[src/rtl/sfs_pkg.sv]
package sfs_pkg;

  typedef enum logic [1:0] {ST_IDLE, ST_SETUP, ST_SHIFT, ST_GAP} state_e;
  typedef enum logic [1:0] {PS_CMD, PS_ADDR, PS_DUM, PS_DATA} phase_e;

  // lane width encoded as log2: 0 -> 1 lane, 1 -> 2 lanes, 2 -> 4 lanes
  typedef struct packed {
    logic [7:0] op;
    logic [1:0] alg;
    logic [1:0] dlg;
    logic [3:0] dummy;
    logic       has_addr;
    logic       has_data;
  } plan_t;

  function automatic plan_t read_plan(input logic [2:0] m);
    case (m)
      3'd1:    return '{op: 8'h3B, alg: 2'd0, dlg: 2'd1, dummy: 4'd8, has_addr: 1'b1, has_data: 1'b1};
      3'd2:    return '{op: 8'hBB, alg: 2'd1, dlg: 2'd1, dummy: 4'd4, has_addr: 1'b1, has_data: 1'b1};
      3'd3:    return '{op: 8'h6B, alg: 2'd0, dlg: 2'd2, dummy: 4'd8, has_addr: 1'b1, has_data: 1'b1};
      3'd4:    return '{op: 8'hEB, alg: 2'd2, dlg: 2'd2, dummy: 4'd8, has_addr: 1'b1, has_data: 1'b1};
      default: return '{op: 8'h0B, alg: 2'd0, dlg: 2'd0, dummy: 4'd8, has_addr: 1'b1, has_data: 1'b1};
    endcase
  endfunction

  function automatic plan_t write_plan(input logic [1:0] m);
    case (m)
      2'd1:    return '{op: 8'hA2, alg: 2'd0, dlg: 2'd1, dummy: 4'd0, has_addr: 1'b1, has_data: 1'b1};
      2'd2:    return '{op: 8'h32, alg: 2'd0, dlg: 2'd2, dummy: 4'd0, has_addr: 1'b1, has_data: 1'b1};
      2'd3:    return '{op: 8'h38, alg: 2'd2, dlg: 2'd2, dummy: 4'd0, has_addr: 1'b1, has_data: 1'b1};
      default: return '{op: 8'h02, alg: 2'd0, dlg: 2'd0, dummy: 4'd0, has_addr: 1'b1, has_data: 1'b1};
    endcase
  endfunction

  function automatic plan_t erase_plan(input logic [1:0] s);
    case (s)
      2'd0:    return '{op: 8'h20, alg: 2'd0, dlg: 2'd0, dummy: 4'd0, has_addr: 1'b1, has_data: 1'b0};
      2'd1:    return '{op: 8'hD8, alg: 2'd0, dlg: 2'd0, dummy: 4'd0, has_addr: 1'b1, has_data: 1'b0};
      default: return '{op: 8'hC7, alg: 2'd0, dlg: 2'd0, dummy: 4'd0, has_addr: 1'b0, has_data: 1'b0};
    endcase
  endfunction

endpackage

[src/rtl/sfs_rstsync.sv]
module sfs_rstsync #(
  parameter int STAGES = 2
) (
  input  logic clk,
  input  logic rst_n,
  output logic rst_s
);
  logic [STAGES-1:0] chain_q;

  always_ff @(posedge clk or negedge rst_n) begin
    if (!rst_n) chain_q <= '0;
    else        chain_q <= {chain_q[STAGES-2:0], 1'b1};
  end

  assign rst_s = chain_q[STAGES-1];
endmodule

[src/rtl/sfs_halfclk.sv]
module sfs_halfclk #(
  parameter int DIV_W = 4
) (
  input  logic             clk,
  input  logic             rst_n,
  input  logic             en,
  input  logic [DIV_W-1:0] div,
  output logic             ph,
  output logic             half_end
);
  logic [DIV_W-1:0] cnt_q, cnt_d;
  logic             ph_q, ph_d;

  always_comb begin
    cnt_d = cnt_q;
    ph_d  = ph_q;
    if (!en) begin
      cnt_d = '0;
    end else if (cnt_q == div) begin
      cnt_d = '0;
      ph_d  = ~ph_q;
    end else begin
      cnt_d = cnt_q + 1'b1;
    end
  end

  always_ff @(posedge clk or negedge rst_n) begin
    if (!rst_n) begin
      cnt_q <= '0;
      ph_q  <= 1'b0;
    end else begin
      cnt_q <= cnt_d;
      ph_q  <= ph_d;
    end
  end

  assign ph       = ph_q;
  assign half_end = en && (cnt_q == div);

  // a disabled divider never moves the phase
  p_phase_hold_r8: assert property (@(posedge clk) disable iff (!rst_n)
    !en |=> $stable(ph_q));
endmodule

[src/rtl/sfs_lanes.sv]
module sfs_lanes (
  input  logic [1:0] lg,
  input  logic       drive,
  input  logic [3:0] sr_top,
  input  logic [3:0] io_in,
  input  logic [7:0] rx_in,
  output logic [3:0] io_out,
  output logic [3:0] io_oe,
  output logic [7:0] rx_next
);
  always_comb begin
    case (lg)
      2'd1: begin
        io_out  = {2'b00, sr_top[3:2]};
        io_oe   = 4'b0011;
        rx_next = {rx_in[5:0], io_in[1:0]};
      end
      2'd2: begin
        io_out  = sr_top;
        io_oe   = 4'b1111;
        rx_next = {rx_in[3:0], io_in};
      end
      default: begin
        io_out  = {3'b000, sr_top[3]};
        io_oe   = 4'b0001;
        rx_next = {rx_in[6:0], io_in[1]};
      end
    endcase
    if (!drive) begin
      io_out = 4'b0000;
      io_oe  = 4'b0000;
    end
  end
endmodule

[src/rtl/sflash_seq.sv]
module sflash_seq #(
  parameter int LEN_W = 16,
  parameter int DIV_W = 4,
  parameter int GAP_W = 4
) (
  input  logic             clk,
  input  logic             rst_n,
  input  logic             go_read,
  input  logic             go_prog,
  input  logic             go_erase,
  input  logic [2:0]       rd_mode,
  input  logic [1:0]       wr_mode,
  input  logic [1:0]       erase_sel,
  input  logic             addr_32,
  input  logic [DIV_W-1:0] sck_div,
  input  logic             sck_mode3,
  input  logic [GAP_W-1:0] cs_gap,
  input  logic [31:0]      xfer_addr,
  input  logic [LEN_W-1:0] xfer_len,
  input  logic [7:0]       wdata,
  input  logic             wdata_valid,
  output logic             wdata_ready,
  output logic [7:0]       rdata,
  output logic             rdata_valid,
  output logic             sck,
  output logic             cs_n,
  output logic [3:0]       io_out,
  output logic [3:0]       io_oe,
  input  logic [3:0]       io_in,
  output logic             busy,
  output logic             ready,
  output logic             err_align,
  output logic             overrun
);
  import sfs_pkg::*;

  localparam int SR_W = 40;
  localparam int CW   = 6;

  logic            rst_s;
  state_e          st_q, st_d;
  phase_e          phs_q, phs_d;
  plan_t           plan_q, plan_d, pl;
  logic            rd_q, rd_d, wr_q, wr_d, a32_q, a32_d, need_q, need_d;
  logic [LEN_W-1:0] len_q, len_d;
  logic [CW-1:0]   cnt_q, cnt_d;
  logic [SR_W-1:0] sr_q, sr_d;
  logic [7:0]      rx_q, rx_d, rdat_q, rdat_d, rx_next;
  logic [GAP_W-1:0] gcnt_q, gcnt_d;
  logic            rdy_q, rdy_d, rv_q, rv_d, err_q, err_d, ovr_q, ovr_d;
  logic            ph, half_end, cyc_end, div_en, drive, go_any, finish, enter_data;
  logic [1:0]      cur_lg;

  sfs_rstsync u_rs (.clk(clk), .rst_n(rst_n), .rst_s(rst_s));

  assign div_en  = (st_q == ST_SHIFT) && !need_q;
  assign cyc_end = half_end && ph;

  sfs_halfclk #(.DIV_W(DIV_W)) u_hc (
    .clk(clk), .rst_n(rst_s), .en(div_en), .div(sck_div), .ph(ph), .half_end(half_end));

  assign cur_lg = (phs_q == PS_CMD)  ? 2'd0 :
                  (phs_q == PS_DATA) ? plan_q.dlg : plan_q.alg;
  assign drive  = (st_q == ST_SHIFT) && !((phs_q == PS_DATA) && rd_q);

  sfs_lanes u_ln (
    .lg(cur_lg), .drive(drive), .sr_top(sr_q[SR_W-1 -: 4]), .io_in(io_in),
    .rx_in(rx_q), .io_out(io_out), .io_oe(io_oe), .rx_next(rx_next));

  assign go_any = go_read | go_prog | go_erase;

  always_comb begin
    st_d = st_q;  phs_d = phs_q;  plan_d = plan_q;  rd_d = rd_q;  wr_d = wr_q;
    a32_d = a32_q;  need_d = need_q;  len_d = len_q;  cnt_d = cnt_q;  sr_d = sr_q;
    rx_d = rx_q;  rdat_d = rdat_q;  gcnt_d = gcnt_q;  err_d = err_q;  ovr_d = ovr_q;
    rdy_d = 1'b0;  rv_d = 1'b0;  finish = 1'b0;  enter_data = 1'b0;
    pl = go_read ? read_plan(rd_mode) : go_prog ? write_plan(wr_mode) : erase_plan(erase_sel);
    case (st_q)
      ST_IDLE: if (go_any) begin
        ovr_d = 1'b0;
        err_d = 1'b0;
        if (!go_read && !go_prog && pl.has_addr && (xfer_addr[1:0] != 2'b00)) begin
          err_d = 1'b1;
          rdy_d = 1'b1;
        end else begin
          st_d   = ST_SETUP;   gcnt_d = cs_gap;   plan_d = pl;
          rd_d   = go_read;    wr_d   = !go_read && go_prog;
          a32_d  = addr_32;    len_d  = xfer_len;
          phs_d  = PS_CMD;     cnt_d  = CW'(8);   need_d = 1'b0;
          sr_d   = addr_32 ? {pl.op, xfer_addr} : {pl.op, xfer_addr[23:0], 8'h00};
        end
      end
      ST_SETUP: begin
        if (gcnt_q == '0) st_d = ST_SHIFT;
        else              gcnt_d = gcnt_q - 1'b1;
      end
      ST_SHIFT: begin
        if (need_q) begin
          if (wdata_valid) begin
            sr_d[SR_W-1 -: 8] = wdata;
            need_d = 1'b0;
          end
        end else if (cyc_end) begin
          sr_d = sr_q << (1 << cur_lg);
          if ((phs_q == PS_DATA) && rd_q) rx_d = rx_next;
          if (cnt_q == CW'(1)) begin
            case (phs_q)
              PS_CMD: begin
                if (plan_q.has_addr) begin
                  phs_d = PS_ADDR;
                  cnt_d = (a32_q ? CW'(32) : CW'(24)) >> plan_q.alg;
                end else begin
                  finish = 1'b1;
                end
              end
              PS_ADDR: begin
                if (plan_q.dummy != '0) begin
                  phs_d = PS_DUM;
                  cnt_d = CW'(plan_q.dummy);
                end else if (plan_q.has_data && (len_q != '0)) begin
                  enter_data = 1'b1;
                end else begin
                  finish = 1'b1;
                end
              end
              PS_DUM: begin
                if (plan_q.has_data && (len_q != '0)) enter_data = 1'b1;
                else                                  finish = 1'b1;
              end
              default: begin
                if (rd_q) begin
                  rv_d   = 1'b1;
                  rdat_d = rx_next;
                end
                len_d = len_q - 1'b1;
                if (len_q == LEN_W'(1)) finish = 1'b1;
                else                    enter_data = 1'b1;
              end
            endcase
          end else begin
            cnt_d = cnt_q - 1'b1;
          end
        end
        if (enter_data) begin
          phs_d  = PS_DATA;
          cnt_d  = CW'(8) >> plan_q.dlg;
          need_d = wr_q;
        end
        if (finish) begin
          st_d   = ST_GAP;
          gcnt_d = cs_gap;
        end
      end
      default: begin
        if (gcnt_q == '0) begin
          st_d  = ST_IDLE;
          rdy_d = 1'b1;
        end else begin
          gcnt_d = gcnt_q - 1'b1;
        end
      end
    endcase
    if ((st_q != ST_IDLE) && go_any) ovr_d = 1'b1;
  end

  always_ff @(posedge clk or negedge rst_s) begin
    if (!rst_s) begin
      st_q <= ST_IDLE;  phs_q <= PS_CMD;  plan_q <= '0;  rd_q <= 1'b0;  wr_q <= 1'b0;
      a32_q <= 1'b0;  need_q <= 1'b0;  len_q <= '0;  cnt_q <= '0;  sr_q <= '0;
      rx_q <= '0;  rdat_q <= '0;  gcnt_q <= '0;  rdy_q <= 1'b0;  rv_q <= 1'b0;
      err_q <= 1'b0;  ovr_q <= 1'b0;
    end else begin
      st_q <= st_d;  phs_q <= phs_d;  plan_q <= plan_d;  rd_q <= rd_d;  wr_q <= wr_d;
      a32_q <= a32_d;  need_q <= need_d;  len_q <= len_d;  cnt_q <= cnt_d;  sr_q <= sr_d;
      rx_q <= rx_d;  rdat_q <= rdat_d;  gcnt_q <= gcnt_d;  rdy_q <= rdy_d;  rv_q <= rv_d;
      err_q <= err_d;  ovr_q <= ovr_d;
    end
  end

  assign sck         = (st_q == ST_SHIFT) ? ph : sck_mode3;
  assign cs_n        = !((st_q == ST_SETUP) || (st_q == ST_SHIFT));
  assign busy        = (st_q != ST_IDLE);
  assign ready       = rdy_q;
  assign rdata       = rdat_q;
  assign rdata_valid = rv_q;
  assign err_align   = err_q;
  assign overrun     = ovr_q;
  assign wdata_ready = need_q;

  p_ready_idle_r12: assert property (@(posedge clk) disable iff (!rst_s)
    ready |-> (!busy && cs_n));
  p_oe_off_r6: assert property (@(posedge clk) disable iff (!rst_s)
    cs_n |-> (io_oe == 4'b0000));
  p_rd_input_r6: assert property (@(posedge clk) disable iff (!rst_s)
    rdata_valid |-> (io_oe == 4'b0000));
  p_sck_idle_r9: assert property (@(posedge clk) disable iff (!rst_s)
    cs_n |-> (sck == sck_mode3));
  p_overrun_r13: assert property (@(posedge clk) disable iff (!rst_s)
    (busy && go_any) |=> overrun);
  p_reject_quiet_r11: assert property (@(posedge clk) disable iff (!rst_s)
    $rose(err_align) |-> (cs_n && ready && !busy));
  p_stall_r14: assert property (@(posedge clk) disable iff (!rst_s)
    (wdata_ready && !wdata_valid) |=> $stable(sck));
endmodule

[config.mk]
export PLATFORM = sky130hd
export DESIGN_NAME = sflash_seq
export DESIGN_NICKNAME = d
export VERILOG_FILES = /design/src/rtl/sfs_pkg.sv /design/src/rtl/sfs_rstsync.sv /design/src/rtl/sfs_halfclk.sv /design/src/rtl/sfs_lanes.sv /design/src/rtl/sflash_seq.sv
export SDC_FILE = /design/constraint.sdc
export NUM_CORES = 1
export LEC_CHECK = 0
export ABC_AREA = 1
export BUFFER_PORTS_ARGS = -buffer_cell sky130_fd_sc_hd__buf_2
export CAP_MARGIN = 20
export CORE_ASPECT_RATIO = 1.5
export CORE_MARGIN = 3
export CORE_UTILIZATION = 60
export CTS_CLUSTER_DIAMETER = 100
export DETAILED_ROUTE_END_ITERATION = 8
export PLACE_DENSITY = 0.82
export SLEW_MARGIN = 40
export SYNTH_ARGS = -nofsm -noshare
export SYNTH_HDL_FRONTEND = slang
export SYNTH_SLANG_ARGS = --single-unit
[constraint.sdc]
create_clock -name clk -period 8.2 [get_ports clk]
set_input_delay 0.82 -clock clk [delete_from_list [all_inputs] [get_ports clk]]
set_output_delay 0.82 -clock clk [all_outputs]
set_load 0.02 [all_outputs]
## After elaboration in Yosys (flattened, before gate mapping)

Cells that the tools add are included.

- Reductions and logical operators: 45
- Shifts and indexed selects: 4
- Eq/ne operators: 38
- Bitwise gates (word level): 6
- Multiplexer cells: 98
- Add/sub/neg operators: 4

Operator list:

| kind | number |
|---|---|
| $mux W40 | 3 |
| $mux W16 | 6 |
| $pmux W40 S2 | 1 |
| $pmux W18 S4 | 1 |
| $mux W32 | 2 |
| $mux W6 | 9 |
| $pmux W18 S3 | 1 |
| $shl A40 B32 Y40 | 1 |
| $mux W18 | 2 |
| $pmux W18 S2 | 1 |
| $mux W1 | 33 |
| $mux W4 | 8 |
| $pmux W16 S2 | 1 |
| $shl A1 B2 Y32 const A | 1 |
| $mux W2 | 15 |
| $pmux W4 S2 | 3 |
| $pmux W6 S2 | 2 |
| $eq A16 B1 Y1 const B | 1 |
| $mux W8 | 2 |
| $pmux W8 S2 | 1 |
| $reduce_bool A16 Y1 | 1 |
| $sub A16 B1 Y16 const B | 1 |
| $reduce_and A5 Y1 | 3 |
| $eq A2 B2 Y1 const B | 6 |
| 45 further kinds | 90 |

- Register bits after elaboration: 110
- Logic and storage cells: 220
- Input port bits: 83
- Output and inout port bits: 24

## Longest topological paths before layout

Gate-level depths: netlist of the first run.

- Word-level depth: 11
- Depth in mapped cells: 18
- Mapped depth without buffers: 16

## By module

Synthesis of the first run repeated with hierarchy kept, for this count alone.

- Cell total of the unflattened synthesis: 1301
- Area, all modules: 8284.2 sq um

By module, submodules not included:

| module | area each (sq um) | cells an instance | seq. area each (sq um) | times used |
|---|---|---|---|---|
| sflash_seq | 7566.0 | 1180 | 2527.4 | 1 |
| sfs_lanes | 346.6 | 74 | 0.0 | 1 |
| sfs_halfclk | 317.8 | 44 | 125.1 | 1 |
| sfs_rstsync | 53.8 | 3 | 50.0 | 1 |

## Worst setup path after synthesis of the first run

No wires, ideal clock.

- Path type: reg-to-output
- Start: register phs_q[1]
- End: output port io_out[1]
- Cell stages (with the launch flop): 11
- Slack: 4815 ps
- Arrival: 2565 ps
- Path buffers: 0
- Data required time: 7380 ps
- Cells stage by stage: dfrtp_1 > nand2_2 > inv_1 > nor2_1 > nor3_1 > inv_1 > ha_1 > inv_1 > nor2_1 > nand2_1 > o21ai_0

- Longest elaborated chain between the ends: 6
- Elaborated cells between the ends (all ways): 11
- Classes of those cells: eq/ne: 3; mux: 4; reduce/logical: 4

RTL lines:

| what | line | text |
|---|---|---|
| start: declaration | sflash_seq.sv:42 | `phase_e phs_q, phs_d;` |
| start signal: assignment | sflash_seq.sv:173 | `st_q <= st_d; phs_q <= phs_d; plan_q <= plan_d; rd_q <= rd_d; wr_q <= wr_d;` |
| $eq A2 B2 Y1 | sflash_seq.sv:63, sflash_seq.sv:64 |  |
| $mux W2 | sflash_seq.sv:63 | `(phs_q == PS_DATA) ? plan_q.dlg : plan_q.alg;` |
| $mux W2 | sflash_seq.sv:62 | `assign cur_lg = (phs_q == PS_CMD) ? 2'd0 :` |
| $eq A2 B2 Y1 / $eq A2 B1 Y1 (equally long branches) | sfs_lanes.sv:12 | `case (lg)` |
| $pmux W4 S2 | sfs_lanes.sv:12 |  |
| $mux W4 (*) | sfs_lanes.sv:29 | `if (!drive) begin` |
| end: declaration | sflash_seq.sv:27 | `output logic [3:0] io_out,` |

Mark *: on every way between the ends. The rest lies on a longest branch, timed or not.

## Worst setup path in the final report of the first run

Same ends and word-level chain as after synthesis.

==> results of run 1 <==
==> layout make-up <==
| cell class | instances | area, sq um |
|---|---|---|
| clock buffer | 11 | 253 |
| sequential | 107 | 2680 |
| clock inverter | 5 | 43.8 |
| fill | 1210 | 4200 |
| timing repair buffer | 112 | 579 |
| inverter | 144 | 548 |
| multi-input combinational | 938 | 4700 |
| tap | 159 | 199 |
==> cell families after synthesis <==
family	count (synthesis)
and+or+nand+nor	581
AOI/OAI and AO/OA	304
buffers and inverters	203
DFF	107
muxes	22
adders and majority gates	18
xor gates and xnor gates	12
other	1
==> cells in the final DEF (no fill, tap or decap), drive strengths merged, types with 9 or more instances in the layout <==
| cell | instances |
|---|---|
| ha | 18 |
| nand2 | 362 |
| inv | 144 |
| nand3 | 60 |
| buf | 112 |
| a21oi | 50 |
| clkbuf | 11 |
| mux2i | 22 |
| dfrtp | 107 |
| or2 | 9 |
| a31oi | 10 |
| nor3 | 12 |
| nor2 | 121 |
| nand4 | 11 |
| o21ai | 211 |
==> registers in the layout (all words and copies together) (netlist names) <==
name	count
cnt_q	6
wdata_ready	1
u_hc.cnt_q	4
plan_q	7
rdata_valid	1
ready	1
a32_q	1
rd_q	1
gcnt_q	4
u_hc.ph	1
len_q	16
err_align	1
overrun	1
wr_q	1
phs_q	2
rx_q	7
u_rs.chain_q	2
rdata	8
st_q	2
sr_q	40
==> through the flow <==
stage | setup WS [ps] | hold WS (ps) | total power, W | util (%)
after floorplan | 4820 | 331 | 0.00237 | -
after global placement | 4670 | 325 | 0.00271 | 65.9
after detailed placement | 4650 | 331 | 0.00275 | 66.0
after CTS | 4400 | 226 | 0.00321 | 68.2
after global routing | 4060 | 229 | 0.00353 | 68.2
final | 4350 | 231 | 0.00323 | 68.2
==> worst paths after layout <==
kind	startpoint	slack, ps	depth (start not counted)	to
setup / recovery	phs_q[1]	4350	11	io_out[1]
hold / removal	rst_n	230	1	u_rs.chain_q[1]
setup reg to reg	st_q[0]	4560	12	cnt_q[4]
hold reg to reg	u_rs.chain_q[1]	320	0	rdata[1]
max in group asynchronous	u_rs.chain_q[1]	6850	1	u_hc.cnt_q[2]
min in group clk	u_rs.chain_q[0]	370	0	u_rs.chain_q[1]
==> per-layer routing <==
layer  vias up  wire [um]  GRT usage (%)
met5         -          0              0
met4         0       1000           15.8
met3        76       1480           3.78
met2       359      11900           55.2
met1      3874       9030           38.0
li1       4194          -              -
==> critical path: stages (launching register included) <==
cell	delay [ps]
sky130_fd_sc_hd__dfrtp_1	510
sky130_fd_sc_hd__nand2_2	170
sky130_fd_sc_hd__inv_1	140
sky130_fd_sc_hd__nor2_1	50
sky130_fd_sc_hd__nor3_1	390
sky130_fd_sc_hd__inv_1	140
sky130_fd_sc_hd__ha_2	420
sky130_fd_sc_hd__inv_1	210
sky130_fd_sc_hd__nor2_1	220
sky130_fd_sc_hd__nand2_1	100
sky130_fd_sc_hd__o21ai_0	150
sky130_fd_sc_hd__buf_2	180
==> power breakdown <==
group | internal (W) | switching, W | leakage (nW)
Combinational | 0.000612 | 0.00127 | 2.98
Clock | 0.000227 | 0.000222 | 0.140
Sequential | 0.000732 | 0.000165 | 1.35
==> insert_results.sql, run 1 <==
INSERT INTO impl_metrics (metric_group, metric, value, unit) VALUES
('grt', 'antenna_violations_before_repair', '0', ''),
('place', 'placed_cell_area', '8710', 'sq um'),
('yosys', 'ys.flop_type', 'sky130_fd_sc_hd__dfrtp_1', ''),
('die', 'design.core.area', '13200', 'sq um'),
('cells_and_area', 'stdcell_count', '1476', ''),
('worst_setup_path', 'timing_worst_setup_path_type', 'flop to output port', ''),
('outcome', 'outcome', 'finished, final reports clean', ''),
('cells_and_area', 'final_nets', '1413', ''),
('timing', 'worst_slew_margin_rel', '50.6', '%'),
('drt', 'drt-wirelength-per-cell', '15.9', 'um'),
('timing', 'achievable-frequency', '260', 'MHz'),
('yosys', 'synth_top_family_by_area', 'simple AND/OR/NAND/NOR gates', ''),
('timing', 'final_hold_viol_count', '0', ''),
('die', 'die_h', '150', 'um'),
('worst_setup_path', 'timing.critical_path.arrival', '3030', 'ps'),
('yosys', 'post_synth_xor_area_fraction', '1.28', '%'),
('grt', 'grt_first_pass_wirelength', '38600', 'um'),
('pwr', 'ir_drop', '0.314', 'mV'),
('pwr', 'power_density', '359', 'nW/um^2'),
('clock_network', 'cts_tree', 'built', ''),
('die', 'row_count', '51', ''),
('yosys', 'synthDominantAreaCellType', 'sky130_fd_sc_hd__dfrtp_1', ''),
('die', 'die_x', '102', 'um'),
('drt', 'totalWireLength', '23500', 'um'),
('yosys', 'synth_simple_gate_area_share', '29.7', '%'),
('yosys', 'synth-seq-cells', '107', ''),
('yosys', 'post-synth-top-count-cell', 'sky130_fd_sc_hd__nand2_1', ''),
('cells_and_area', 'drive_above_1_share', '14.0', '%'),
('clock_network', 'post_cts_buffers', '0', ''),
('yosys', 'async_reset_ff_share', '100', '%'),
('clock_network', 'clk_path_buf_depth', '2', ''),
('timing', 'timing.clock.skew', '10.8', 'ps'),
('yosys', 'yosys-mux-area-fraction', '2.67', '%'),
('cells_and_area', 'antenna_cells_inserted', '0', ''),
('timing', 'timing.setup.tns', '0', 'ps'),
('worst_setup_path', 'endpoint_type_of_the_worst_setup_path', 'output port', ''),
('die', 'floorplan_die_area', '15200', 'sq um'),
('timing', 'number_of_endpoints_failing_setup_at_the_final_stage', '0', ''),
('drt', 'route.detailed.drc', '0', ''),
('clock_network', 'insertion_delay', '360', 'ps'),
('clock_network', 'cts_resized', '0', ''),
('yosys', 'post_synthesis_compound_gate_area_fraction', '20.5', '%'),
('timing', 'final_clock_period_utilization_by_the_worst_path', '46.9', '%'),
('grt', 'grt_max_degree', '68', ''),
('timing', 'worstMarginPinSlew', '740', 'ps'),
('drt', 'detail_route.first_pass.iterations', '5', ''),
('drt', 'drtAntennaViolNets', '0', ''),
('place', 'io_buffers', '106', ''),
('timing', 'rsz0062_at_grt', 'no', ''),
('worst_setup_path', 'required', '7380', 'ps'),
('place', 'hpwlAfterDp', '17200', 'um'),
('grt', 'global_route.overflow_total', '0', ''),
('yosys', 'yosys-top-cells-count', 'sky130_fd_sc_hd__nand2_1 (357), sky130_fd_sc_hd__o21ai_0 (187), sky130_fd_sc_hd__inv_1 (131)', ''),
('yosys', 'netlist_top_cells_area', 'sky130_fd_sc_hd__dfrtp_1 (32%), sky130_fd_sc_hd__nand2_1 (16%), sky130_fd_sc_hd__o21ai_0 (11%)', ''),
('clock_network', 'clkTransAtPathRegs', '80', 'ps'),
('yosys', 'synth-edff-count', '0', ''),
('cells_and_area', 'final_cell_area', '9010', 'sq um'),
('clock_network', 'ctsHoldBuffers', '0', ''),
('die', 'initial_core_util', '62.4', '%'),
('yosys', 'yosys_warnings', '0', ''),
('clock_network', 'ctsRootBufferMaster', 'sky130_fd_sc_hd__clkbuf_16', ''),
('cells_and_area', 'area.growth.synth_to_final', '9.29', '%'),
('yosys', 'post-synth-top-area-fraction', '32.5', '%'),
('drt', 'drt_first_iter_violations', '531', ''),
('pwr', 'power.leakage', '4.47', 'nW'),
('place', 'placed_cells', '1460', ''),
('drt', 'via_count', '8503', ''),
('clock_network', 'numClockSinks', '107', ''),
('grt', 'grt_pass1_vias', '8241', ''),
('worst_setup_path', 'cp-start-kind', 'flop', ''),
('yosys', 'yosys.area_share.adder', '2.73', '%');
Power figures use the tool's default switching activity.
==> inputs of run 2 (changes only) <==
Settings changed: CORE_UTILIZATION 60 to 54, PLACE_DENSITY 0.82 to 0.78.
Clock period 8.2 ns to 3.1 ns, I/O delays scaled along.
==> insert_results.sql, run 2 (synthesis results as in run 1) <==
INSERT INTO impl_metrics (metric_group, metric, value, unit) VALUES
('pwr', 'power.leakage', '4.58', 'nW'),
('drt', 'via_count', '8625', ''),
('outcome', 'outcome', 'finished, final reports clean', ''),
('timing', 'worst_slack', '173', 'ps'),
('pwr', 'combinational_power_share', '59.5', '%'),
('die', 'floorplan_die_area', '16800', 'sq um'),
('cells_and_area', 'antenna_cells_inserted', '0', ''),
('drt', 'drt_first_iter_violations', '619', ''),
('die', 'die_h', '157', 'um'),
('grt', 'global_route.overflow_total', '0', ''),
('worst_setup_path', 'crit_path_max_fanout', '7', ''),
('timing', 'hold_ws', '172', 'ps'),
('clock_network', 'htreeDepth', '3', ''),
('grt', 'grt_max_degree', '69', ''),
('worst_setup_path', 'cp_slowest_stage_delay', '430', 'ps'),
('die', 'design.core.area', '14700', 'sq um'),
('timing', 'achievable-frequency', '342', 'MHz'),
('place', 'hpwlAfterDp', '19100', 'um'),
('cells_and_area', 'area.growth.synth_to_final', '12.3', '%'),
('worst_setup_path', 'crit_chain', 'nand2_2 -> inv_1 -> nor2_1 -> nor3_2 -> inv_1 -> ha_2 -> clkinvlp_4 -> nor2_1 -> nand2_1 -> o21ai_1 -> buf_2', ''),
('drt', 'detail_route.first_pass.iterations', '7', ''),
('pwr', 'p_int', '0.00425', 'W'),
('pwr', 'share_of_total_power_consumed_by_net_switching', '51.3', '%'),
('clock_network', 'clkTransAtPathRegs', '70', 'ps'),
('place', 'placed_cells', '1513', ''),
('pwr', 'report.power.total', '0.00873', 'W'),
('cells_and_area', 'stdcell_count', '1533', ''),
('timing', 'final_hold_viol_count', '0', ''),
('worst_setup_path', 'timing.critical_path.arrival', '2620', 'ps'),
('place', 'pre_cts_ws', '239', 'ps'),
('worst_setup_path', 'path_buf_inv', '4', ''),
('cells_and_area', 'final_nets', '1433', ''),
('place', 'placed_cell_area', '8920', 'sq um'),
('worst_setup_path', 'endpoint_type_of_the_worst_setup_path', 'output port', ''),
('pwr', 'seq_power_share', '27.3', '%'),
('worst_setup_path', 'timing_worst_setup_path_type', 'flop to output port', ''),
('clock_network', 'insertion_delay', '360', 'ps'),
('worst_setup_path', 'timing.critical_path.slowest_stage_cell', 'sky130_fd_sc_hd__dfrtp_1', ''),
('cells_and_area', 'largest_register_ff_count', '40', ''),
('cells_and_area', 'most_common_cell_after_layout_fill_and_taps_aside', 'sky130_fd_sc_hd__nand2_1', ''),
('drt', 'routed_via_density', '5.63', ''),
('clock_network', 'cts_inserted_buffers', '9', ''),
('worst_setup_path', 'cp-start-kind', 'flop', ''),
('timing', 'post-route-min-period', '2930', 'ps'),
('drt', 'route.detailed.drc', '0', ''),
('grt', 'grt_first_pass_wirelength', '40900', 'um'),
('timing', 'worstMarginPinSlew', '545', 'ps'),
('pwr', 'sw_power', '0.00447', 'W'),
('timing', 'timing.clock.skew', '6.22', 'ps'),
('grt', 'grt_usage', '30.6', '%'),
('cells_and_area', 'filler_cell_count', '1444', ''),
('timing', 'final_clock_period_utilization_by_the_worst_path', '94.4', '%'),
('cells_and_area', 'final_cell_mix', 'sky130_fd_sc_hd__nand2_1 (357), sky130_fd_sc_hd__o21ai_0 (186), sky130_fd_sc_hd__inv_1 (129), sky130_fd_sc_hd__nor2_1 (110)', ''),
('clock_network', 'numClockSinks', '107', ''),
('die', 'floorplan.io_pins', '107', ''),
('drt', 'drt-wirelength-per-cell', '16.4', 'um'),
('die', 'row_count', '54', ''),
('drt', 'drtAntennaViolNets', '0', ''),
('timing', 'final_max_slew_viol_count', '0', ''),
('die', 'initial_core_util', '56.0', '%'),
('pwr', 'clock_power_share', '13.2', '%'),
('grt', 'antenna_violations_before_repair', '0', ''),
('cells_and_area', 'final_cell_area', '9260', 'sq um'),
('clock_network', 'ctsRootBufferMaster', 'sky130_fd_sc_hd__clkbuf_16', ''),
('worst_hold_path', 'hold_path.class', 'primary input to flop', ''),
('job', 'cap_violations', '0', ''),
('worst_setup_path', 'required', '2790', 'ps'),
('die', 'die_x', '107', 'um'),
('cells_and_area', 'drive_above_1_share', '15.3', '%'),
('clock_network', 'clk_path_buf_depth', '2', ''),
('drt', 'totalWireLength', '25200', 'um'),
('worst_setup_path', 'crit_path_max_delay_family', 'simple AND/OR/NAND/NOR gates', ''),
('grt', 'grt_pass1_vias', '8341', ''),
('place', 'routabilityCongestion', '0.948', ''),
('cells_and_area', 'largest_register', 'sr_q', ''),
('timing', 'number_of_endpoints_failing_setup_at_the_final_stage', '0', ''),
('timing', 'worst_slew_margin_rel', '63.6', '%'),
('pwr', 'power_density', '943', 'nW/um^2'),
('place', 'io_buffers', '106', ''),
('pwr', 'ir_drop', '0.520', 'mV'),
('clock_network', 'cts_tree', 'built', '');
==> run 2: path summary, 6_finish.rpt <==
path                                      start  depth (start not counted)  slack (ps)         endpoint
min in group asynchronous                 rst_n                          2         260  u_rs.chain_q[0]
worst max register to register         phs_q[0]                         14         260         sr_q[20]
worst min register to register  u_rs.chain_q[1]                          0         300        gcnt_q[2]
max in group asynchronous       u_rs.chain_q[1]                          2        2040         sr_q[39]
worst max-delay path                   phs_q[0]                         11         170        io_out[1]
worst min-delay path                xfer_len[9]                          3         170         len_q[9]
==> run 2: final cells by class <==
type                       instances  area, sq um  area share [%]
multi-input combinational        938         4700            50.8
sequential                       107         2680            29.0
timing repair buffer             132          778            8.41
inverter                         144          557            6.02
clock buffer                      12          256            2.77
tap                              196          245            2.65
clock inverter                     4         33.8           0.365
==> run 2: layer usage <==
metal | GRT usage, % | up-vias | wire (um)
met5 | 0 | - | 0
met4 | 15.4 | 0 | 1130
met1 | 36.3 | 3937 | 9590
met2 | 54.1 | 370 | 13000
met3 | 4.10 | 82 | 1510
li1 | - | 4236 | -
==> run 2: per-stage QoR <==
stage	TNS, ps	util (%)
2_1_floorplan	0	-
3_3_place_gp	0	60.4
3_5_place_dp	0	60.6
4_1_cts	0	62.6
5_1_grt	-18.1	62.8
6_report	0	62.8
==> run 2: worst register-to-register path, cell delays in order, from the launching register on <==
cell and delay (ps):
sky130_fd_sc_hd__dfrtp_1 430, sky130_fd_sc_hd__nand2_2 140, sky130_fd_sc_hd__inv_1 120, sky130_fd_sc_hd__nor2_1 60
sky130_fd_sc_hd__nor3_2 140, sky130_fd_sc_hd__inv_1 90, sky130_fd_sc_hd__ha_2 190, sky130_fd_sc_hd__buf_12 200
sky130_fd_sc_hd__o21ai_0 440, sky130_fd_sc_hd__mux2i_1 230, sky130_fd_sc_hd__o21ai_0 340, sky130_fd_sc_hd__nand2_1 160
sky130_fd_sc_hd__nand3_1 100, sky130_fd_sc_hd__nand2_1 50, sky130_fd_sc_hd__o21ai_0 80
==> run 2: what timing repair did <==
action,CTS,global route
hold endpoints to repair,2,0
hold buffers,1,0
setup endpoints to repair,0,26
resized for setup,0,5
buffers inserted,0,3
==> run 2: power by group through the flow <==
stage	logic, W	registers, W	clock network (W)
after floorplan	0.00397	0.00229	0
after global placement	0.00500	0.00239	0
after detailed placement	0.00510	0.00239	0
after CTS	0.00513	0.00237	0.00117
after global routing	0.00589	0.00244	0.00122
final	0.00519	0.00238	0.00115
